`src/rtl/rst_seq_ctl.sv`:
```
module rst_seq_ctl #(
  parameter int STAB_CYCLES  = 4064,
  parameter int DRIVE_CYCLES = 4,
  parameter int SAMPLE_DELAY = 2,
  parameter int SYNC_STAGES  = 2
) (
  input  logic       clk,
  input  logic       pwr_up,
  input  logic       osc_ok,
  input  logic       wdog_trip,
  input  logic       clkmon_trip,
  input  logic       rst_pin_in,
  output logic       rst_pin_oe_low,
  output logic       core_rst,
  output logic [1:0] vec_sel
);

  localparam int WAIT_CYCLES = SAMPLE_DELAY + SYNC_STAGES;
  localparam int MAX_A = (STAB_CYCLES > DRIVE_CYCLES) ? STAB_CYCLES : DRIVE_CYCLES;
  localparam int MAX_CNT = (MAX_A > WAIT_CYCLES) ? MAX_A : WAIT_CYCLES;
  localparam int CNT_W = $clog2(MAX_CNT + 1);

  localparam logic [CNT_W-1:0] STAB_LAST  = CNT_W'(STAB_CYCLES - 1);
  localparam logic [CNT_W-1:0] DRIVE_LAST = CNT_W'(DRIVE_CYCLES - 1);
  localparam logic [CNT_W-1:0] WAIT_LAST  = CNT_W'(WAIT_CYCLES - 1);

  localparam logic [1:0] VEC_EXT  = 2'b00;
  localparam logic [1:0] VEC_WDOG = 2'b01;
  localparam logic [1:0] VEC_CMON = 2'b10;

  typedef enum logic [2:0] {
    ST_STAB,
    ST_RUN,
    ST_DRIVE,
    ST_WAIT,
    ST_HOLD
  } st_t;

  st_t                    st;
  logic [CNT_W-1:0]       cnt;
  logic [SYNC_STAGES-1:0] sync;
  logic                   seen_hi;
  logic                   pin_s;

  assign pin_s          = sync[SYNC_STAGES-1];
  assign rst_pin_oe_low = (st == ST_DRIVE);
  assign core_rst       = (st != ST_RUN);

  always_ff @(posedge clk or posedge pwr_up) begin
    if (pwr_up) begin
      st      <= ST_STAB;
      cnt     <= '0;
      vec_sel <= VEC_EXT;
      seen_hi <= 1'b0;
      sync    <= '1;
    end else begin
      sync <= {sync[SYNC_STAGES-2:0], rst_pin_in};
      case (st)
        ST_STAB: begin
          if (osc_ok) begin
            if (cnt == STAB_LAST) begin
              cnt     <= '0;
              seen_hi <= 1'b0;
              st      <= pin_s ? ST_RUN : ST_HOLD;
            end else begin
              cnt <= cnt + 1'b1;
            end
          end
        end
        ST_RUN: begin
          if (clkmon_trip || wdog_trip) begin
            st      <= ST_DRIVE;
            cnt     <= '0;
            vec_sel <= clkmon_trip ? VEC_CMON : VEC_WDOG;
          end else if (!pin_s) begin
            st      <= ST_HOLD;
            seen_hi <= 1'b0;
            vec_sel <= VEC_EXT;
          end
        end
        ST_DRIVE: begin
          if (cnt == DRIVE_LAST) begin
            st  <= ST_WAIT;
            cnt <= '0;
          end else begin
            cnt <= cnt + 1'b1;
          end
        end
        ST_WAIT: begin
          if (cnt == WAIT_LAST) begin
            cnt <= '0;
            if (pin_s) begin
              st <= ST_RUN;
            end else begin
              st      <= ST_HOLD;
              seen_hi <= 1'b0;
              vec_sel <= VEC_EXT;
            end
          end else begin
            cnt <= cnt + 1'b1;
          end
        end
        ST_HOLD: begin
          if (pin_s) begin
            seen_hi <= 1'b1;
            if (seen_hi) st <= ST_RUN;
          end else begin
            seen_hi <= 1'b0;
          end
        end
        default: st <= ST_STAB;
      endcase
    end
  end

endmodule

```
`config.mk`:
```
export PLATFORM = sky130hd
export DESIGN_NAME = rst_seq_ctl
export DESIGN_NICKNAME = d
export VERILOG_FILES = /design/src/rtl/rst_seq_ctl.sv
export SDC_FILE = /design/constraint.sdc
export NUM_CORES = 1
export LEC_CHECK = 0
export ABC_CLOCK_PERIOD_IN_PS = 3250
export BUFFER_PORTS_ARGS = -buffer_cell sky130_fd_sc_hd__buf_2
export CORE_MARGIN = 5
export CORE_UTILIZATION = 40
export DETAILED_ROUTE_END_ITERATION = 12
export GPL_TIMING_DRIVEN = 0
export SYNTH_ARGS = -nofsm -noshare
export SYNTH_HDL_FRONTEND = slang
export SYNTH_SLANG_ARGS = --single-unit
```
`constraint.sdc`:
```
create_clock -name clk -period 3.25 [get_ports clk]
set_input_delay 0.65 -clock clk [delete_from_list [all_inputs] [get_ports clk]]
set_output_delay 0.65 -clock clk [all_outputs]
set_load 0.02 [all_outputs]
```
==> flow_summary_export.csv <==
group,metric,value,unit
status,status,"finished, final reports clean",
detailed_routing,dr.pass1.iters,4,
logic_synthesis,synth_cell_types,45,
cts,cts.sinks,20,
finish,layoutNonFillerInstCount,201,
floorplan,num_rows,20,
timing,tightest_slew,0.768,ns
logic_synthesis,synth_top_family_by_area,"compound AO/OA/AOI/OAI gates",
timing,relSlewSlack,48.7,%
floorplan,core_region_area,3050,sq um
detailed_routing,totalWireLength,3.04,mm
cts,numCtsBuffers,3,
logic_synthesis,synth_compound_area_share,27.9,%
place,dpl.hpwl,2.23,mm
place,port_buffers,9,
floorplan,fp.dieH,66.3,um
detailed_routing,via_per_inst,5.81,
flow_run,maxCapViolations,0,
timing,setup_ws,1.24,ns
critical_path,critPathMaxFanout,10,
critical_path,cp_slowest_cell,"dfrtp_1",
detailed_routing,first_iter_violations,112,
logic_synthesis,ys_seq_elements,20,
critical_path,worst_path_most_repeated_cell,"buf_2",
logic_synthesis,yosysWarnings,0,
timing,setup_viol_count_final,0,
detailed_routing,antenna_left,0,
power_and_ir_drop,p_clk_share,12.1,%
place,gp_congestion,0.869,
timing,report.final.slew_viol_count,0,
hold_path,hp-class,"reg -> reg",
logic_synthesis,ys_seq_area_share,39.6,%
place,dp.cells,197,
critical_path,r2r_slack,1.30,ns
power_and_ir_drop,switching_share,47.3,%
cts,cts_resized,0,
cts,clkTransAtPathRegs,0.13,ns
timing,fin_skew,0.00355,ns
power_and_ir_drop,seq_power_share,38.5,%
finish,antenna_cells,0,
critical_path,worstSetupPathType,"reg -> out",
logic_synthesis,async_flop_share,100,%
power_and_ir_drop,p_int,0.000678,W
cts,clockRootBuffer,"clkbuf_4",
timing,final_hold_viol_count,0,
timing,whs,0.365,ns
logic_synthesis,synthMuxAreaShare,0,%
floorplan,start_util,41.6,%
floorplan,io_pins,10,
detailed_routing,via_count,1168,
logic_synthesis,ys.flop_type,"dfrtp_1",
critical_path,worstPathRequired,2.60,ns
floorplan,fp.dieArea,4400,sq um
floorplan,die_x,66.3,um
critical_path,critPathLaunchType,"register",
critical_path,max_stage_delay,0.34,ns
cts,post-cts-setup-buffer-count,0,
logic_synthesis,synth_cells,144,
detailed_routing,wl_per_cell,15.1,um
global_route,grt_max_degree,21,
logic_synthesis,synth_edf_count,0,
finish,fin_nets,165,
power_and_ir_drop,ir_worst_vdd,0.000438,V
cts,cts_tree,"done",
finish,syn_to_final_growth,10.7,%
power_and_ir_drop,power_frac_comb,49.4,%
detailed_routing,post-route-drc-count,0,
logic_synthesis,synthAdderAreaFrac,0.986,%
global_route,groute.usage.overall,15.5,%
logic_synthesis,synthXorXnorAreaFrac,0.690,%
finish,fillers,313,
global_route,grt_overflow_total,0,
timing,min_period_over_period,61.7,%
critical_path,crit_chain,"buf_2 > nor2b_1 > nand2_1 > buf_2",
power_and_ir_drop,switchingPower,0.000609,W
logic_synthesis,syn-num-nets,151,
cts,postCtsHoldBufs,0,
power_and_ir_drop,leakage,0.536,nW
cts,cts.path.max_buffers,2,
timing,min_period,2.01,ns
finish,layout-drive-gt1-share,16.6,%
logic_synthesis,syn-cell-area,1270,sq um
finish,final_core_util,46.0,%
logic_synthesis,synth.avg_cell_area,8.81,sq um
cts,clk_latency,0.31,ns
timing,rsz0062_at_grt,"false",
logic_synthesis,synthSimpleGateAreaFrac,26.1,%
timing,fmax,0.498,GHz
power_and_ir_drop,p_per_area,916,nW/um^2
cts,h-tree-depth,1,
place,dp_slack,1.24,ns
critical_path,arrival,1.36,ns
global_route,antenna_found_initial,0,
timing,setup_tns,0,ns
global_route,grt_first_pass_wirelength,5.14,mm
critical_path,end_kind,"output port",
global_route,grt_pass1_vias,1057,
[synthesized netlist by cell type (all sizes together), types with 2 or more instances]
master  count  area (sq um)
nand2b      3          18.8
o221ai      3          26.3
nand4       2          12.5
o21ai       9          48.8
or2         2          12.5
nand3b      2          15.0
o22ai       2          12.5
inv         7          26.3
nor3        3          15.0
o31a        2          17.5
nor2        7          26.3
and3        2          12.5
or3         3          18.8
a31oi       3          31.3
clkbuf      3          11.3
o211ai     12          90.1
nand2      19          71.3
dfrtp      18           450
a21oi       5          25.0
dfstp       2          52.6
buf         3          21.3
nand3       9          45.0
o21bai      2          15.0
nor4        5          37.5
o311ai      2          17.5
[critical path: cells and delay by family (launching register included)]
family        cells  cell delay [ns]
simple gates      2             0.36
buf+inv           2             0.34
flops             1             0.34
[registers in the layout, indices dropped and copies added, names as in the netlist]
signal and flops:
seen_hi 1, vec_sel 2, st 3, cnt 12
sync 2
[area by class of cell]
class                   count  area (sq um)  area share, %
plain buffers               6          32.5           2.32
clock buffers               4          36.3           2.58
inverters                   7          26.3           1.87
multi-input cells         111           707           50.3
flip-flops and latches     20           503           35.8
well taps                  44          55.1           3.92
repair buffers              9          45.0           3.21
[through the flow]
stage / cell area, sq um / power [W]
CTS: 1410 / 0.00129
global placement: 1370 / 0.00112
detailed placement: 1370 / 0.00114
finish: 1410 / 0.00129
floorplan: 1270 / 0.000970
global route: 1410 / 0.00139
[logic make-up (layout without fill, tap and decap cells)]
kind of cell,after synthesis,count (layout)
buf+inv,13,26
flops,20,20
simple gates,61,61
fa+ha+maj,1,1
xor+xnor,1,1
compound gates,48,48
[per-layer routing]
layer,up-vias,share of wire [%],global-route usage [%]
met5,-,0,0
met4,0,1.7,6.09
met3,5,4.4,2.72
met2,22,48,23.5
met1,565,46,21.5
li1,576,-,-
[final timing paths]
path | start | end | depth (start not counted)
max | st[0] | core_rst | 4
min | sync[0] | sync[1] | 0
max reg2reg | cnt[0] | cnt[5] | 6
min reg2reg | sync[0] | sync[1] | 0
max in group asynchronous | pwr_up | seen_hi | 2
min in group asynchronous | pwr_up | cnt[2] | 2
[cell usage in the layout, fill, tap and decap left out, drive strengths merged, types with 2 or more instances in the layout]
cell type   n
a31oi       3
or2         2
nand4       2
o211ai     12
nor4        5
or3         3
clkbuf      7
o31a        2
nand2b      3
nand3       9
dfstp       2
nor3        3
inv         7
o22ai       2
o21bai      2
nor2        7
o221ai      3
o311ai      2
o21ai       9
buf        12
dfrtp      18
nand2      19
and3        2
nand3b      2
a21oi       5
[power by group through the flow]
| stage | clock (W) | combinational (W) | sequential [W] |
|---|---|---|---|
| after detailed placement | 0 | 0.000638 | 0.000499 |
| final | 0.000156 | 0.000636 | 0.000495 |
| after global placement | 0 | 0.000623 | 0.000496 |
| after global routing | 0.000167 | 0.000706 | 0.000522 |
| after floorplan | 0 | 0.000498 | 0.000472 |
| after CTS | 0.000159 | 0.000641 | 0.000494 |
Power figures use the tool's default switching activity.
